File: config.mk
export PLATFORM = sky130hd
export DESIGN_NAME = ackpoll_writer
export DESIGN_NICKNAME = d
export VERILOG_FILES = /design/src/rtl/ackpoll_pkg.sv /design/src/rtl/ackpoll_datapath.sv /design/src/rtl/ackpoll_control.sv /design/src/rtl/ackpoll_writer.sv
export SDC_FILE = /design/constraint.sdc
export NUM_CORES = 1
export LEC_CHECK = 0
export BUFFER_PORTS_ARGS = -buffer_cell sky130_fd_sc_hd__buf_2
export CORE_ASPECT_RATIO = 2
export CORE_UTILIZATION = 46
export CTS_CLUSTER_SIZE = 40
export DETAILED_ROUTE_END_ITERATION = 10
export PLACE_DENSITY = 0.66
export SETUP_SLACK_MARGIN = 0.3
export SYNTH_ARGS = -nofsm -noshare
export SYNTH_HDL_FRONTEND = slang
export SYNTH_SLANG_ARGS = --single-unit
File: constraint.sdc
create_clock -name clk -period 3.6 [get_ports clk]
set_input_delay 1.08 -clock clk [delete_from_list [all_inputs] [get_ports clk]]
set_output_delay 1.08 -clock clk [all_outputs]
set_load 0.01 [all_outputs]
File: src/rtl/ackpoll_pkg.sv
package ackpoll_pkg;

  typedef enum logic [1:0] {
    BE_START = 2'd0,
    BE_STOP  = 2'd1,
    BE_WRITE = 2'd2,
    BE_READ  = 2'd3
  } beOp_e;

  typedef enum logic [1:0] {
    SEL_NONE  = 2'd0,
    SEL_SLAVE = 2'd1,
    SEL_WORD  = 2'd2,
    SEL_WDATA = 2'd3
  } byteSel_e;

  typedef enum logic [3:0] {
    ST_IDLE,
    ST_BUS_START,
    ST_WRITE_ADDR,
    ST_WRITE_WORD,
    ST_WRITE_DATA,
    ST_READ_DATA,
    ST_STOP,
    ST_POLL_START,
    ST_POLL_ADDR,
    ST_POLL_CHECK,
    ST_CONTINUE,
    ST_ERROR
  } state_e;

  typedef enum logic [1:0] {
    AS_POLL = 2'd0,
    AS_DONE = 2'd1,
    AS_ERR  = 2'd2
  } afterStop_e;

  typedef struct packed {
    logic     loadReq;
    logic     clrIdx;
    logic     incIdx;
    logic     incPoll;
    logic     setPending;
    logic     clrPending;
    byteSel_e sel;
  } dpStrobe_t;

endpackage

File: src/rtl/ackpoll_datapath.sv
module ackpoll_datapath
  import ackpoll_pkg::*;
#(
  parameter int          ADDR_BYTES     = 2,
  parameter int          LEN_W          = 4,
  parameter logic [6:0]  DEV_ADDR       = 7'h50,
  parameter int          TIMEOUT_CYCLES = 1_500_000,
  parameter int          POLL_W         = 8
) (
  input  logic                    clk,
  input  logic                    rstN,
  input  dpStrobe_t               strobe,
  input  logic                    reqRead,
  input  logic [ADDR_BYTES*8-1:0] reqWordAddr,
  input  logic [LEN_W-1:0]        reqLen,
  input  logic [7:0]              wrData,
  output logic                    opRead,
  output logic                    pending,
  output logic                    timeoutHit,
  output logic                    wordLast,
  output logic                    dataLast,
  output logic [7:0]              cmdData,
  output logic [POLL_W-1:0]       pollCount
);

  localparam int AW     = ADDR_BYTES * 8;
  localparam int WIDX_W = (ADDR_BYTES > 1) ? $clog2(ADDR_BYTES) : 1;
  localparam int IDX_W  = (LEN_W > WIDX_W) ? LEN_W : WIDX_W;
  localparam int TMR_W  = $clog2(TIMEOUT_CYCLES + 1);
  localparam logic [TMR_W-1:0] TMR_LIMIT = TMR_W'(TIMEOUT_CYCLES);

  logic              opReg;
  logic [AW-1:0]     wordReg;
  logic [LEN_W-1:0]  lenReg;
  logic [IDX_W-1:0]  byteIdx;
  logic [POLL_W-1:0] pollReg;
  logic              pendReg;
  logic [TMR_W-1:0]  busyTimer;
  logic [7:0]        wordByte;

  // request capture
  always_ff @(posedge clk) begin
    if (!rstN) begin
      opReg   <= 1'b0;
      wordReg <= '0;
      lenReg  <= '0;
    end else if (strobe.loadReq) begin
      opReg   <= reqRead;
      wordReg <= reqWordAddr;
      lenReg  <= reqLen;
    end
  end

  // byte index shared by word-address and data phases
  always_ff @(posedge clk) begin
    if (!rstN) begin
      byteIdx <= '0;
    end else if (strobe.loadReq || strobe.clrIdx) begin
      byteIdx <= '0;
    end else if (strobe.incIdx) begin
      byteIdx <= byteIdx + 1'b1;
    end
  end

  // refused-poll counter, saturating
  always_ff @(posedge clk) begin
    if (!rstN) begin
      pollReg <= '0;
    end else if (strobe.loadReq) begin
      pollReg <= '0;
    end else if (strobe.incPoll && (pollReg != {POLL_W{1'b1}})) begin
      pollReg <= pollReg + 1'b1;
    end
  end

  // pending write cycle and its timer
  always_ff @(posedge clk) begin
    if (!rstN) begin
      pendReg   <= 1'b0;
      busyTimer <= '0;
    end else begin
      if (strobe.setPending) begin
        pendReg   <= 1'b1;
        busyTimer <= '0;
      end else begin
        if (strobe.clrPending) begin
          pendReg <= 1'b0;
        end
        if (pendReg && (busyTimer < TMR_LIMIT)) begin
          busyTimer <= busyTimer + 1'b1;
        end
      end
    end
  end

  generate
    if (ADDR_BYTES == 1) begin : g_oneByte
      assign wordByte = wordReg[7:0];
    end else begin : g_multiByte
      logic [AW-1:0] shifted;
      assign shifted  = wordReg << {byteIdx, 3'b000};
      assign wordByte = shifted[AW-1 -: 8];
    end
  endgenerate

  always_comb begin
    unique case (strobe.sel)
      SEL_SLAVE: cmdData = {DEV_ADDR, opReg};
      SEL_WORD:  cmdData = wordByte;
      SEL_WDATA: cmdData = wrData;
      default:   cmdData = 8'h00;
    endcase
  end

  assign opRead     = opReg;
  assign pending    = pendReg;
  assign timeoutHit = (busyTimer >= TMR_LIMIT);
  assign wordLast   = (byteIdx == IDX_W'(ADDR_BYTES - 1));
  assign dataLast   = (byteIdx == IDX_W'(lenReg));
  assign pollCount  = pollReg;

  // timer never runs past its limit
  p_timer_cap_r7: assert property (@(posedge clk) disable iff (!rstN)
    busyTimer <= TMR_LIMIT);

  // a refused poll is only counted while a write cycle is pending
  p_poll_needs_pending_r4: assert property (@(posedge clk) disable iff (!rstN)
    strobe.incPoll |-> pendReg);

  // a new request always starts its index and poll count from zero
  p_load_clears_r9: assert property (@(posedge clk) disable iff (!rstN)
    strobe.loadReq |=> (pollReg == '0) && (byteIdx == '0));

endmodule

File: src/rtl/ackpoll_control.sv
module ackpoll_control
  import ackpoll_pkg::*;
(
  input  logic      clk,
  input  logic      rstN,
  input  logic      reqValid,
  output logic      reqReady,
  input  logic      opRead,
  input  logic      pending,
  input  logic      timeoutHit,
  input  logic      wordLast,
  input  logic      dataLast,
  input  logic      wrDataValid,
  output logic      wrDataReady,
  output logic      cmdValid,
  input  logic      cmdReady,
  output beOp_e     cmdOp,
  output logic      cmdAckLast,
  input  logic      rspValid,
  input  logic      rspNack,
  output logic      rdValid,
  output logic      rdLast,
  output logic      doneValid,
  output logic      doneErr,
  output dpStrobe_t strobe
);

  state_e     state, nextState;
  afterStop_e afterStop, nextAfter;
  logic       waitRsp;
  logic       nackReg;
  logic       stopOwed;
  logic       wantCmd;
  logic       rspDone;

  assign rspDone = waitRsp && rspValid;

  always_comb begin
    nextState   = state;
    nextAfter   = afterStop;
    strobe      = '0;
    strobe.sel  = SEL_NONE;
    reqReady    = 1'b0;
    wantCmd     = 1'b0;
    cmdOp       = BE_START;
    cmdAckLast  = 1'b0;
    rdValid     = 1'b0;
    rdLast      = 1'b0;
    doneValid   = 1'b0;
    doneErr     = 1'b0;

    unique case (state)
      ST_IDLE: begin
        reqReady = 1'b1;
        if (reqValid) begin
          strobe.loadReq = 1'b1;
          nextState      = pending ? ST_POLL_START : ST_BUS_START;
        end
      end

      ST_BUS_START, ST_POLL_START: begin
        wantCmd = 1'b1;
        cmdOp   = BE_START;
        if (rspDone) begin
          nextState = (state == ST_BUS_START) ? ST_WRITE_ADDR : ST_POLL_ADDR;
        end
      end

      ST_WRITE_ADDR: begin
        wantCmd    = 1'b1;
        cmdOp      = BE_WRITE;
        strobe.sel = SEL_SLAVE;
        if (rspDone) begin
          if (rspNack) begin
            nextState = ST_STOP;
            nextAfter = AS_ERR;
          end else begin
            nextState = ST_CONTINUE;
          end
        end
      end

      ST_POLL_ADDR: begin
        wantCmd    = 1'b1;
        cmdOp      = BE_WRITE;
        strobe.sel = SEL_SLAVE;
        if (rspDone) begin
          nextState = ST_POLL_CHECK;
        end
      end

      ST_POLL_CHECK: begin
        if (!nackReg) begin
          strobe.clrPending = 1'b1;
          nextState         = ST_CONTINUE;
        end else begin
          strobe.incPoll = 1'b1;
          nextAfter      = timeoutHit ? AS_ERR : AS_POLL;
          nextState      = ST_STOP;
        end
      end

      ST_CONTINUE: begin
        strobe.clrIdx = 1'b1;
        nextState     = opRead ? ST_READ_DATA : ST_WRITE_WORD;
      end

      ST_WRITE_WORD: begin
        wantCmd    = 1'b1;
        cmdOp      = BE_WRITE;
        strobe.sel = SEL_WORD;
        if (rspDone) begin
          if (rspNack) begin
            nextState = ST_STOP;
            nextAfter = AS_ERR;
          end else if (wordLast) begin
            strobe.clrIdx = 1'b1;
            nextState     = ST_WRITE_DATA;
          end else begin
            strobe.incIdx = 1'b1;
          end
        end
      end

      ST_WRITE_DATA: begin
        wantCmd    = wrDataValid;
        cmdOp      = BE_WRITE;
        strobe.sel = SEL_WDATA;
        if (rspDone) begin
          if (rspNack) begin
            nextState = ST_STOP;
            nextAfter = AS_ERR;
          end else if (dataLast) begin
            nextState = ST_STOP;
            nextAfter = AS_DONE;
          end else begin
            strobe.incIdx = 1'b1;
          end
        end
      end

      ST_READ_DATA: begin
        wantCmd    = 1'b1;
        cmdOp      = BE_READ;
        cmdAckLast = dataLast;
        if (rspDone) begin
          rdValid = 1'b1;
          rdLast  = dataLast;
          if (dataLast) begin
            nextState = ST_STOP;
            nextAfter = AS_DONE;
          end else begin
            strobe.incIdx = 1'b1;
          end
        end
      end

      ST_STOP: begin
        wantCmd = 1'b1;
        cmdOp   = BE_STOP;
        if (rspDone) begin
          unique case (afterStop)
            AS_POLL: nextState = ST_POLL_START;
            AS_DONE: begin
              doneValid         = 1'b1;
              strobe.setPending = !opRead;
              nextState         = ST_IDLE;
            end
            default: nextState = ST_ERROR;
          endcase
        end
      end

      ST_ERROR: begin
        doneValid         = 1'b1;
        doneErr           = 1'b1;
        strobe.clrPending = 1'b1;
        nextState         = ST_IDLE;
      end

      default: nextState = ST_IDLE;
    endcase
  end

  assign cmdValid    = wantCmd && !waitRsp;
  assign wrDataReady = (state == ST_WRITE_DATA) && cmdValid && cmdReady;

  always_ff @(posedge clk) begin
    if (!rstN) begin
      state     <= ST_IDLE;
      afterStop <= AS_DONE;
      waitRsp   <= 1'b0;
      nackReg   <= 1'b0;
      stopOwed  <= 1'b0;
    end else begin
      state     <= nextState;
      afterStop <= nextAfter;
      if (cmdValid && cmdReady) begin
        waitRsp <= 1'b1;
      end else if (rspDone) begin
        waitRsp <= 1'b0;
      end
      if ((state == ST_POLL_ADDR) && rspDone) begin
        nackReg <= rspNack;
      end
      if ((state == ST_POLL_CHECK) && nackReg) begin
        stopOwed <= 1'b1;
      end else if (cmdValid && cmdReady && (cmdOp == BE_STOP)) begin
        stopOwed <= 1'b0;
      end
    end
  end

  // a command waiting for the engine keeps its content
  p_cmd_hold_r8: assert property (@(posedge clk) disable iff (!rstN)
    cmdValid && !cmdReady |=> cmdValid && $stable(cmdOp) && $stable(cmdAckLast));

  // after a refused poll, the next command offered is a STOP
  p_stop_before_repoll_r4: assert property (@(posedge clk) disable iff (!rstN)
    cmdValid && stopOwed |-> cmdOp == BE_STOP);

  // request intake, bus activity and completion never overlap
  p_exclusive_r1: assert property (@(posedge clk) disable iff (!rstN)
    $onehot0({reqReady, cmdValid, doneValid}));

  // an error is always reported as a completion
  p_err_is_done_r7: assert property (@(posedge clk) disable iff (!rstN)
    doneErr |-> doneValid);

  // read strobes only while a response is being consumed
  p_read_strobe_r6: assert property (@(posedge clk) disable iff (!rstN)
    rdValid |-> rspValid && !cmdValid);

endmodule

File: src/rtl/ackpoll_writer.sv
module ackpoll_writer
  import ackpoll_pkg::*;
#(
  parameter int          ADDR_BYTES     = 2,
  parameter int          LEN_W          = 4,
  parameter logic [6:0]  DEV_ADDR       = 7'h50,
  parameter int          TIMEOUT_CYCLES = 1_500_000,
  parameter int          POLL_W         = 8
) (
  input  logic                    clk,
  input  logic                    rstN,
  input  logic                    reqValid,
  output logic                    reqReady,
  input  logic                    reqRead,
  input  logic [ADDR_BYTES*8-1:0] reqWordAddr,
  input  logic [LEN_W-1:0]        reqLen,
  input  logic                    wrDataValid,
  output logic                    wrDataReady,
  input  logic [7:0]              wrData,
  output logic                    rdValid,
  output logic [7:0]              rdData,
  output logic                    rdLast,
  output logic                    doneValid,
  output logic                    doneErr,
  output logic [POLL_W-1:0]       pollCount,
  output logic                    cmdValid,
  input  logic                    cmdReady,
  output logic [1:0]              cmdOp,
  output logic [7:0]              cmdData,
  output logic                    cmdAckLast,
  input  logic                    rspValid,
  input  logic                    rspNack,
  input  logic [7:0]              rspData
);

  dpStrobe_t strobe;
  beOp_e     cmdOpE;
  logic      opRead, pending, timeoutHit, wordLast, dataLast;

  ackpoll_control u_control (
    .clk        (clk),
    .rstN       (rstN),
    .reqValid   (reqValid),
    .reqReady   (reqReady),
    .opRead     (opRead),
    .pending    (pending),
    .timeoutHit (timeoutHit),
    .wordLast   (wordLast),
    .dataLast   (dataLast),
    .wrDataValid(wrDataValid),
    .wrDataReady(wrDataReady),
    .cmdValid   (cmdValid),
    .cmdReady   (cmdReady),
    .cmdOp      (cmdOpE),
    .cmdAckLast (cmdAckLast),
    .rspValid   (rspValid),
    .rspNack    (rspNack),
    .rdValid    (rdValid),
    .rdLast     (rdLast),
    .doneValid  (doneValid),
    .doneErr    (doneErr),
    .strobe     (strobe)
  );

  ackpoll_datapath #(
    .ADDR_BYTES    (ADDR_BYTES),
    .LEN_W         (LEN_W),
    .DEV_ADDR      (DEV_ADDR),
    .TIMEOUT_CYCLES(TIMEOUT_CYCLES),
    .POLL_W        (POLL_W)
  ) u_datapath (
    .clk        (clk),
    .rstN       (rstN),
    .strobe     (strobe),
    .reqRead    (reqRead),
    .reqWordAddr(reqWordAddr),
    .reqLen     (reqLen),
    .wrData     (wrData),
    .opRead     (opRead),
    .pending    (pending),
    .timeoutHit (timeoutHit),
    .wordLast   (wordLast),
    .dataLast   (dataLast),
    .cmdData    (cmdData),
    .pollCount  (pollCount)
  );

  assign cmdOp  = cmdOpE;
  assign rdData = rspData;

  // write data on the engine port holds while the engine stalls
  p_data_hold_r8: assert property (@(posedge clk) disable iff (!rstN)
    cmdValid && !cmdReady |=> $stable(cmdData));

endmodule

# Yosys cells after proc, flatten, opt, wreduce, memory -nomap -nowiden
# Cells that the tools add are included.
dict set report totals {
  reg_bits 63
  out_inout_bits 34
  elab_cells 139
}
dict set report classes {
  addsub 3
  order_cmp 2
  n_eq_ne 30
  shifts 1
  n_mux 65
  bitwise 1
  n_reduce_logical 26
}
# operator count
set ops {}
lappend ops {{$mux 4} 15}
lappend ops {{$pmux 4 s10} 1}
lappend ops {{$mux 1} 27}
lappend ops {{$pmux 8 s3} 1}
lappend ops {{$add 21x1->21 const B} 1}
lappend ops {{$ge 21x21->1 const B} 1}
lappend ops {{$lt 21x21->1 const B} 1}
lappend ops {{$mux 2} 10}
lappend ops {{$ne 2x1->1 const B} 10}
lappend ops {{$eq 4x3->1 const B} 4}
lappend ops {{$eq 4x4->1 const B} 4}
lappend ops {{$shl 16x7->16} 1}
lappend ops {{$pmux 2 s3} 2}
lappend ops {{$reduce_or 2->1} 6}
lappend ops {{$reduce_and 9->1} 1}
lappend ops {{$add 8x1->8 const B} 1}
lappend ops {{$eq 4x1->1 const B} 2}
lappend ops {{$eq 4x2->1 const B} 2}
lappend ops {{$logic_and 1x1->1} 8}
lappend ops {{$ne 8x8->1 const B} 1}
lappend ops {{$pmux 1 s2} 4}
lappend ops {{$pmux 2 s4} 1}
lappend ops {{$pmux 4 s2} 1}
lappend ops {{$reduce_or 7->1} 1}
lappend ops {{other kinds (17)} 22}

# Longest topological paths before layout
# Gate-level depths: netlist of the first run.
dict set report logic_depth {
  ltp_word 7
  mapped_depth 7
  mapped_depth_nobuf 7
}

# Cells and area by module
# Synthesis of the first run repeated with hierarchy kept, for this count alone.
dict set report hier_totals {
  cells_unflattened 446
  area_unflattened_um2 3724.8
}
# mod instances cells_per_inst area_each_um2 seq_area_each_um2
set by_module_without_submodules {}
lappend by_module_without_submodules {ackpoll_datapath 1 303 2730.1 1101.1}
lappend by_module_without_submodules {ackpoll_control 1 135 934.6 160.2}
lappend by_module_without_submodules {ackpoll_writer 1 8 60.1 0.0}

# Worst setup path after synthesis of the first run
# No wires, ideal clock.
dict set report synth_timing {
  path_kind {input to output}
  from {in wrDataValid}
  to {out wrDataReady}
  t_arrival_ps 1884
  required_time_ps 2520
  path_slack_ps 636
  stages 3
  path_cell_list {a2111oi_0 a211oi_1 and3_1}
}
dict set report synth_between {
  elab_chain_len 4
}
# item line_no
set synth_rtl {}
lappend synth_rtl {{from (decl)} ackpoll_writer.sv:17} ;# input logic wrDataValid,
lappend synth_rtl {{$pmux 1 s2} ackpoll_control.sv:52} ;# unique case (state)
lappend synth_rtl {{$logic_and 1x1->1} ackpoll_control.sv:185} ;# assign cmdValid = wantCmd && !waitRsp;
lappend synth_rtl {{via cmdValid} ackpoll_writer.sv:26} ;# output logic cmdValid,
lappend synth_rtl {{$logic_and 1x1->1 (2 in a row)} ackpoll_control.sv:186} ;# assign wrDataReady = (state == ST_WRITE_DATA) && cmdValid && cmdReady;
lappend synth_rtl {{to (decl)} ackpoll_writer.sv:18} ;# output logic wrDataReady,
# The timed path passes the listed nets, and every way through them passes these cells.

# Worst setup path in the final report of the first run
dict set report layout_timing {
  from {in wrDataValid}
  to {out wrDataReady}
}
dict set report layout_between {
  elab_chain_len 4
}
# item line_no
set layout_rtl {}
lappend layout_rtl {{$pmux 1 s2} ackpoll_control.sv:52}
lappend layout_rtl {{$logic_and 1x1->1} ackpoll_control.sv:185}
lappend layout_rtl {{$logic_and 1x1->1 (2 in a row)} ackpoll_control.sv:186}
# Every way passes these cells.

==> flow_summary.ini, run 1 <==
[status]
status = finished, final reports clean

[detailed_routing]
vias_per_cell = 5.90
drt-pass1-iter-count = 7
drt-met1-wl_mm = 3.84
top_layer = met4
met2RoutedLength_mm = 5.82
dr_wl_met3_um = 306
wl_mm = 10.4
postRouteAntennaNets = 0
vias = 3722
drc = 0
wl_per_cell_um = 16.5
drt-initial-drc-count = 199

[power_and_ir_drop]
leakage_nw = 1.66
pwr-share-clk = 0.325
ir_drop_uv = 311
p_int_w = 0.00167
pwr-share-comb = 0.364
swShare = 0.372
p_per_area_nw_per_um2 = 605
switchingPower_w = 0.000993
seqPwrFrac = 0.311

[placed_design]
portBuffers = 61
place.gp.congestion = 0.931
dp_slack_ns = 0.493
dp_hpwl_mm = 7.67
dpl.cell_count = 615

[cts]
h-tree-depth = 3
clk_pin_slew_ns = 0.05
cts.sinks = 63
post_cts_buffers = 0
clk_latency_ns = 0.33
cts_tree = done
cts_root_buf = clkbuf_16
cts_inserted_buffers = 9
cts_buffer_depth = 2

[worst_setup_path]
worstPathRequired_ns = 2.52
critPathKind = input pin to primary output
end_kind = primary output
crit_arrival_ns = 2.02
path_max_fanout = 3
worstSetupStartpointType = input pin

[synth]
syn_inst = 487
ys_ff_latch = 63
synth.distinct_cells = 68
synth_edf_count = 0
ys_seq_area_frac = 0.331
synth-async-reset-ratio = 0
synthesis.area_um2 = 3810
avgSynthCellArea_um2 = 7.82
synth_nets = 536
yosys_most_used_dff = dfxtp_1
yosys_warnings = 0

[global_routing]
grt_max_degree = 35
grt_pass1_vias = 3449
grt_pass1_wl_mm = 16.5
antenna_found_initial = 0
grt.total_usage = 0.254
gr-total-overflow = 0

[layout]
filler_cell_count = 799
syn_to_final_growth_pct = 15.9
stdcell_count = 631
layout.nets = 579
layout-drive-gt1-share = 0.202
diodes = 0

[timing]
setup_viol = 0
max_freq_mhz = 323
tns_ns = 0
timing.final.crit_share = 0.860
slew_violations = 0
period_minus_slack_ns = 3.10
grt_setup_unrepaired = false
finClkSkew_ns = 0.00930
relSlewSlack = 0.332
worst_slack_ns = 0.505
tightest_slew_ns = 1.00
hold_viol = 0

[floorplan]
start_util = 0.476
die-area_um2 = 8660
die_w_um = 66.3
rows = 46
die_height_um = 131
num_io_pins = 78
core_um2 = 8000

[worst_hold_path]
hold_path.class = flip-flop to flip-flop

[run]
drv_cap = 0
==> cells in the mapped netlist, types with 2 or more instances <==
library cell / number / share of area
a2bb2oi_1: 2 / 0.0046
xnor2_1: 16 / 0.037
or3_1: 8 / 0.013
a31oi_1: 8 / 0.013
nor2_1: 31 / 0.031
nor2b_1: 4 / 0.0066
and2_1: 4 / 0.0066
nand2_1: 82 / 0.081
o21ai_0: 20 / 0.026
a31o_2: 8 / 0.018
or4_1: 4 / 0.0079
nor4bb_1: 2 / 0.0053
o31ai_1: 5 / 0.0099
a21boi_0: 19 / 0.037
and3b_1: 2 / 0.0046
buf_4: 8 / 0.016
a211oi_1: 2 / 0.0039
and4_1: 2 / 0.0046
a21boi_1: 4 / 0.0079
nand4bb_1: 2 / 0.0059
and3_1: 8 / 0.013
o21bai_1: 3 / 0.0059
inv_1: 15 / 0.015
or2_2: 2 / 0.0033
a311oi_1: 2 / 0.0046
dfxtp_1: 63 / 0.33
a21o_1: 2 / 0.0039
clkbuf_1: 20 / 0.020
a21oi_1: 30 / 0.039
buf_2: 9 / 0.012
mux2i_1: 11 / 0.029
nand2b_1: 8 / 0.013
nor4_1: 4 / 0.0066
nor3b_1: 4 / 0.0079
nand4_1: 12 / 0.020
o21a_1: 3 / 0.0059
ha_1: 5 / 0.016
nor3_1: 5 / 0.0066
nand3_1: 16 / 0.021
o22ai_1: 4 / 0.0066
==> worst max-delay path: stages <==
cell,delay (ns)
buf_2,0.09
a2111oi_0,0.38
a211oi_1,0.13
and3_1,0.20
buf_2,0.13
==> cell type report <==
class                   count  area (um^2)  share of cell area
repair buffers             69          365              0.0828
inverters                  15         56.3              0.0128
well taps                  96          120              0.0272
flip-flops and latches     63         1260               0.286
clock buffers              10          239              0.0542
multi-input cells         372         2310               0.523
clock inverters             6         60.1              0.0136
==> flip-flops by register name, indices dropped and copies added, names as in the netlist <==
| name | cells |
|---|---|
| u_datapath.opRead | 1 |
| u_datapath.busyTimer | 21 |
| u_datapath.pollCount | 8 |
| u_control.waitRsp | 1 |
| u_control.nackReg | 1 |
| u_control.state | 4 |
| u_datapath.pending | 1 |
| u_control.afterStop | 2 |
| u_datapath.wordReg | 16 |
| u_datapath.lenReg | 4 |
| u_datapath.byteIdx | 4 |
==> through the flow <==
stage | power, W | hold WS (ns) | cell area (um^2) | util
after floorplan | 0.00151 | 0.435 | 3810 | -
after global placement | 0.00180 | 0.441 | 4110 | 0.514
after detailed placement | 0.00181 | 0.448 | 4110 | 0.514
after CTS | 0.00268 | 0.455 | 4410 | 0.551
after global routing | 0.00283 | 0.464 | 4410 | 0.551
final | 0.00267 | 0.455 | 4410 | 0.551
==> power groups by stage <==
stage | Clock, W | Sequential [W] | Combinational [W]
CTS | 0.000886 | 0.000826 | 0.000972
floorplan | 0 | 0.000822 | 0.000685
detailed placement | 0 | 0.000840 | 0.000968
finish | 0.000866 | 0.000829 | 0.000972
global route | 0.000915 | 0.000838 | 0.00108
global placement | 0 | 0.000839 | 0.000961
==> per-layer routing <==
layer	GRT usage	vias to the layer above
met5	0	-
met4	0.161	0
met3	0.0521	32
met2	0.476	75
met1	0.242	1779
li1	-	1836
==> repair_timing <==
item                                    in CTS  in global routing
endpoints found under the setup margin       0                  1
hold buffers                                 0                  0
resized for setup                            0                  1
==> placed cells by master, fill, tap and decap left out, types with 8 or more instances in the layout <==
cell / instances
nand2_1: 82
dfxtp_1: 62
buf_2: 61
nor2_1: 31
a21oi_1: 30
o21ai_0: 20
a21boi_0: 19
nand3_1: 16
xnor2_1: 16
inv_1: 15
nand4_1: 12
mux2i_1: 11
clkbuf_16: 9
and3_1: 8
a31oi_1: 8
or3_1: 8
nand2b_1: 8
a31o_2: 8
buf_4: 8
==> cell families after synthesis <==
kind of cell    count (synthesis)  synth area share
buf+inv                        52            0.0621
simple gates                  208             0.282
flops                          63             0.331
mux                            11            0.0289
compound gates                132             0.242
fa+ha+maj                       5            0.0164
xor+xnor                       16            0.0368
==> final timing paths <==
check,from,depth (start not counted),slack (ns),endpoint
min reg2reg,u_datapath.wordReg[3],2,0.45,u_datapath.wordReg[3]
max reg2reg,u_datapath.byteIdx[0],6,1.14,u_control.state[0]
max,wrDataValid,5,0.50,wrDataReady
min,u_datapath.wordReg[3],2,0.45,u_datapath.wordReg[3]
No activity file was read; power rests on OpenSTA's default activity.
==> inputs of run 2 (changes only) <==
- RECOVER_POWER: not set -> 50
- SYNTH_HIERARCHICAL: not set -> 1
==> run 2 against run 1 <==
Compared with the run above: critical path depth increased by 1; core utilization increased by 0.36 points; clock power increased by 2%; non-clock buffer count increased by 5; routed wire length decreased by 10%; synthesized cell count decreased by 8.4%; maximum frequency decreased by 3.8%; setup slack got worse by 0.12 ns; combinational power decreased by 6.2%.
==> flow_summary.ini, run 2 <==
[status]
status = finished, final reports clean

[layout]
seq_area_um2 = 1260
layout_commonest_cell = dfxtp_1
layout-drive-gt1-share = 0.208
mostFrequentLayoutCells = dfxtp_1, buf_2, nor2_1, mux2i_1, nand2_1
multi_input_area_um2 = 2250
filler_cell_count = 756
largest-register = u_datapath/busyTimer
layout.nets = 549
largest_reg_flops = 21
syn_to_final_growth_pct = 17.5
diodes = 0

[detailed_routing]
vias = 3417
drc = 0
drt-pass1-iter-count = 4
vias_per_cell = 5.69
wl_per_cell_um = 15.6
wl_mm = 9.35
postRouteAntennaNets = 0
drt-initial-drc-count = 135

[power_and_ir_drop]
ir_drop_uv = 484
seqPwrFrac = 0.319
p_per_area_nw_per_um2 = 602
pwr-share-comb = 0.346
p_int_w = 0.00173
leakage_nw = 1.68
pwr-share-clk = 0.334
switchingPower_w = 0.000900
swShare = 0.342

[synth]
synth.area.top_cells = dfxtp_1, mux2i_1, nor2b_1, xor2_1, nor2_1
synthesis.area_um2 = 3720
post-synth-top-count-cell = dfxtp_1
yosys_most_used_dff = dfxtp_1
synth_top_area_frac = 0.339
yosys.area.top_type = dfxtp_1
synth.distinct_cells = 63
ys_seq_area_frac = 0.339
syn_inst = 446
ys_ff_latch = 63
synth.top_cells.by_count = dfxtp_1, nor2_1, mux2i_1
avgSynthCellArea_um2 = 8.35
yosys_warnings = 6
synth_nets = 495
synth_edf_count = 0
synth-async-reset-ratio = 0

[placed_design]
place.gp.congestion = 0.920
portBuffers = 61
dp_slack_ns = 0.426
dp_hpwl_mm = 6.92

[timing]
hold_viol = 0
max_freq_mhz = 311
tightest_slew_ns = 1.19
tns_ns = 0
worst_slack_ns = 0.382
timing.final.crit_share = 0.894
grt_setup_unrepaired = false
slew_violations = 0
setup_viol = 0
finClkSkew_ns = 0.00825
relSlewSlack = 0.210
period_minus_slack_ns = 3.22

[worst_hold_path]
hold_path.class = flip-flop to flip-flop

[global_routing]
grt.total_usage = 0.229
antenna_found_initial = 0
grt_max_degree = 31
grt_pass1_wl_mm = 14.8
grt_pass1_vias = 3185
gr-total-overflow = 0

[worst_setup_path]
path_max_fanout = 13
end_kind = primary output
critPathKind = flip-flop to primary output
worstSetupStartpointType = flip-flop
path_cells = buf_4 -> nor2b_4 -> inv_1 -> or4_1 -> o21ai_0 -> buf_2
crit_slowest_cell = or4_1
crit_arrival_ns = 2.14
critPathMaxStageDelay_ns = 0.54
worstPathRequired_ns = 2.52

[floorplan]
die_w_um = 65.6
start_util = 0.472
num_io_pins = 78
core_um2 = 7890
die_height_um = 129
die-area_um2 = 8480
rows = 46

[cts]
h-tree-depth = 3
cts.sinks = 63
clk_pin_slew_ns = 0.06
cts_tree = done
cts_inserted_buffers = 9
cts_root_buf = clkbuf_16
cts_buffer_depth = 2
clk_latency_ns = 0.33

[run]
drv_cap = 0
==> run 2: per-layer routing <==
metal,vias to the layer above,share of wire,GRT usage
li1,1689,-,-
met1,1605,0.38,0.238
met2,84,0.54,0.408
met3,39,0.029,0.0317
met4,0,0.049,0.161
met5,-,0,0
==> run 2: path summary, 6_finish.rpt <==
path                               start                      to  slack [ns]  cells past startpoint
setup / recovery      u_control/state[1]               doneValid        0.38                      6
setup reg to reg   u_datapath/byteIdx[0]   u_datapath/byteIdx[3]        1.01                      9
hold reg to reg   u_control/afterStop[1]  u_control/afterStop[1]        0.51                      2
hold / removal    u_control/afterStop[1]  u_control/afterStop[1]        0.51                      2
==> run 2: power groups by stage <==
stage	Clock [W]	Combinational, W	Sequential (W)
floorplan	0	0.000706	0.000809
global placement	0	0.000873	0.000847
detailed placement	0	0.000885	0.000851
CTS	0.000896	0.000889	0.000836
global route	0.000931	0.00100	0.000851
finish	0.000880	0.000912	0.000841
==> run 2: cells by family (layout without fill, tap and decap cells) <==
group                    count (synthesis)  after routing  synth area share
AO/OA/AOI/OAI                           89             89             0.167
buffers and inverters                   43            102            0.0611
flip-flops                              63             63             0.339
XOR/XNOR                                23             23            0.0541
AND/OR/NAND/NOR                        188            188             0.268
multiplexers                            35             35            0.0944
adder cells (fa/ha/maj)                  5              5            0.0168
==> run 2: metrics by stage <==
| step | util | hold WS (ns) | cells | cell area, um^2 | power (W) |
|---|---|---|---|---|---|
| after global routing | 0.555 | 0.530 | 601 | 4380 | 0.00278 |
| after detailed placement | 0.515 | 0.501 | 584 | 4060 | 0.00174 |
| after global placement | 0.515 | 0.496 | 584 | 4060 | 0.00172 |
| final | 0.555 | 0.515 | 601 | 4380 | 0.00263 |
| after floorplan | - | 0.457 | 446 | 3720 | 0.00151 |
| after CTS | 0.554 | 0.512 | 600 | 4370 | 0.00262 |
==> run 2: layout make-up <==
| type | count | share of cell area |
|---|---|---|
| Clock buffer | 11 | 0.0577 |
| Sequential cell | 63 | 0.289 |
| Inverter | 12 | 0.0103 |
| Tap cell | 96 | 0.0274 |
| Clock inverter | 5 | 0.0129 |
| Multi-Input combinational cell | 340 | 0.514 |
| Timing Repair Buffer | 74 | 0.0886 |
==> run 2: worst max-delay path: cells and delay by family, from the launching register on <==
family | cells | cell delay [ns]
flip-flops | 1 | 0.42
AND/OR/NAND/NOR | 2 | 0.78
buffers and inverters | 3 | 0.50
AO/OA/AOI/OAI | 1 | 0.11
==> run 2: what timing repair did <==
item,in CTS,in global routing
hold endpoints to repair,0,0
hold buffers,0,0
gates resized for setup,2,6
pin swaps,0,3
setup buffers,0,1
setup endpoints to repair,8,8
==> inputs of run 3 (changes only) <==
- ABC_AREA: not set -> 1
==> run 3 against run 2 <==
Compared with the run above: flip-flop and latch count stayed put; clock power is 4.3% higher; sequential power is 6.1% higher; sequential share of layout area is 0.96 points lower; final area is 3.3% higher; area after synthesis is 5.0% higher; combinational power is 0.4% higher; final cell count is 25% higher; total power is 3.5% higher; global-route usage is 3.2 points higher; critical path type unchanged.
==> flow_summary.ini, run 3 <==
[layout]
largest-register = u_datapath/busyTimer
syn_to_final_growth_pct = 15.6
layout.nets = 696
largest_reg_flops = 21
mostFrequentLayoutCells = nand2_1, nor2_1, dfxtp_1, buf_2, inv_1
filler_cell_count = 876
diodes = 0
layout_commonest_cell = nand2_1
layout-drive-gt1-share = 0.203

[global_routing]
grt_pass1_wl_mm = 17.4
grt_pass1_vias = 3820
antenna_found_initial = 0
gr-total-overflow = 0
grt.total_usage = 0.262
grt_max_degree = 27

[cts]
cts.sinks = 63
cts_tree = done
clk_pin_slew_ns = 0.05
clk_latency_ns = 0.33
cts-hold-fix-buffers = 0
cts_buffer_depth = 2
h-tree-depth = 3
cts_inserted_buffers = 9
cts_root_buf = clkbuf_16

[timing]
slew_violations = 0
period_minus_slack_ns = 3.24
timing.final.crit_share = 0.899
tightest_slew_ns = 0.987
setup_viol = 0
max_freq_mhz = 309
tns_ns = 0
hold_viol = 0
grt_setup_unrepaired = false
relSlewSlack = 0.342
finClkSkew_ns = 0.00655

[power_and_ir_drop]
p_per_area_nw_per_um2 = 603
ir_drop_uv = 371
leakage_nw = 1.97
p_total_w = 0.00273

[synth]
avgSynthCellArea_um2 = 6.63
ys_ff_latch = 63
synth.distinct_cells = 42
synth.area.top_cells = dfxtp_1, nand2_1, nor2_1, inv_1, o21ai_0
synthesis.area_um2 = 3910
syn_inst = 590
synth.top_cells.by_count = nand2_1, nor2_1, dfxtp_1
yosys_warnings = 6
synth_nets = 639
synth_edf_count = 0
synth-async-reset-ratio = 0
synth_top_area_frac = 0.323
post-synth-top-count-cell = nand2_1
yosys.area.top_type = dfxtp_1
ys_seq_area_frac = 0.323
yosys_most_used_dff = dfxtp_1

[placed_design]
dp_hpwl_mm = 8.39
place.gp.congestion = 0.972
portBuffers = 61

[detailed_routing]
postRouteAntennaNets = 0
drt-pass1-iter-count = 4
drc = 0
wl_mm = 10.8
drt-initial-drc-count = 252
vias = 3976
vias_per_cell = 5.31
wl_per_cell_um = 14.4

[worst_setup_path]
worstReg2RegStart = u_datapath/byteIdx[0]
worstReg2RegEnd = u_datapath/byteIdx[3]
startpoint = u_datapath/byteIdx[1]
worstSetupStartpointType = flip-flop
critPathKind = flip-flop to primary output
r2r_setup_slack_ns = 1.24
crit_arrival_ns = 2.16
path_max_fanout = 6
end_kind = primary output
reg2reg_depth = 11
crit_path_end = rdLast
worstPathRequired_ns = 2.52

[floorplan]
die_w_um = 67.2
core_um2 = 8230
die-area_um2 = 8890
die_height_um = 132
rows = 47
start_util = 0.475
num_io_pins = 78

[worst_hold_path]
hold_path.class = flip-flop to flip-flop

[run]
drv_cap = 0

[status]
status = finished, final reports clean
run 3: worst min-delay path by stage:
stage | from | endpoint | slack [ns] | depth (start not counted)
after floorplan | u_control/nackReg | u_control/nackReg | 0.44 | 2
after global placement | u_control/nackReg | u_control/nackReg | 0.46 | 2
after detailed placement | u_datapath/wordReg[7] | u_datapath/wordReg[7] | 0.47 | 2
after CTS | u_datapath/wordReg[7] | u_datapath/wordReg[7] | 0.49 | 2
after global routing | u_datapath/wordReg[12] | u_datapath/wordReg[12] | 0.52 | 2
final | u_control/nackReg | u_control/nackReg | 0.49 | 2
run 3: cell families after synthesis:
group	share of synthesized area
adders and majority gates	0.0160
AOI/OAI and AO/OA	0.130
xor gates and xnor gates	0.0314
DFF	0.323
and+or+nand+nor	0.402
buffers and inverters	0.0954
muxes	0.00256
run 3: repair_timing:
action | in CTS | in global routing
cloned | 0 | 0
setup buffers | 1 | 0
gates resized for setup | 0 | 3
endpoints found under the setup margin | 8 | 9
pin swaps | 1 | 0
run 3: critical path, cell delays in order (launching register included):
cell and delay (ns):
dfxtp_1 0.38, or2_2 0.32, a221oi_1 0.60, inv_1 0.16
nor3_1 0.21, buf_2 0.16
run 3: report_power, final:
group          switching [W]  leakage (nW)  total (W)  internal [W]
Clock               0.000300         0.155   0.000918      0.000618
Combinational       0.000620          1.30   0.000916      0.000296
Sequential         0.0000871         0.514   0.000892      0.000805
Total                0.00101          1.97    0.00273       0.00172
run 3: area by class of cell:
type / count / area, um^2 / area share
Clock buffer: 11 / 243 / 0.0537
Clock inverter: 4 / 70.1 / 0.0155
Inverter: 61 / 231 / 0.0512
Multi-Input combinational cell: 445 / 2260 / 0.500
Sequential cell: 63 / 1260 / 0.279
Tap cell: 98 / 123 / 0.0271
Timing Repair Buffer: 67 / 332 / 0.0733
run 3: routing by layer:
metal | vias to the layer above | track usage | share of wire
met4 | 0 | 0.186 | 0.055
met3 | 34 | 0.0355 | 0.031
li1 | 1991 | - | -
met2 | 94 | 0.465 | 0.55
met1 | 1857 | 0.263 | 0.36
met5 | - | 0 | 0
run 3: per-stage QoR:
stage | hold slack [ns] | area, um^2 | worst slack [ns] | utilization | cells
after global routing | 0.525 | 4520 | 0.189 | 0.549 | 749
after floorplan | 0.444 | 3910 | 0.830 | - | 590
after detailed placement | 0.474 | 4230 | 0.578 | 0.514 | 733
after CTS | 0.490 | 4550 | 0.304 | 0.553 | 749
after global placement | 0.460 | 4230 | 0.626 | 0.514 | 733
final | 0.489 | 4520 | 0.364 | 0.549 | 749
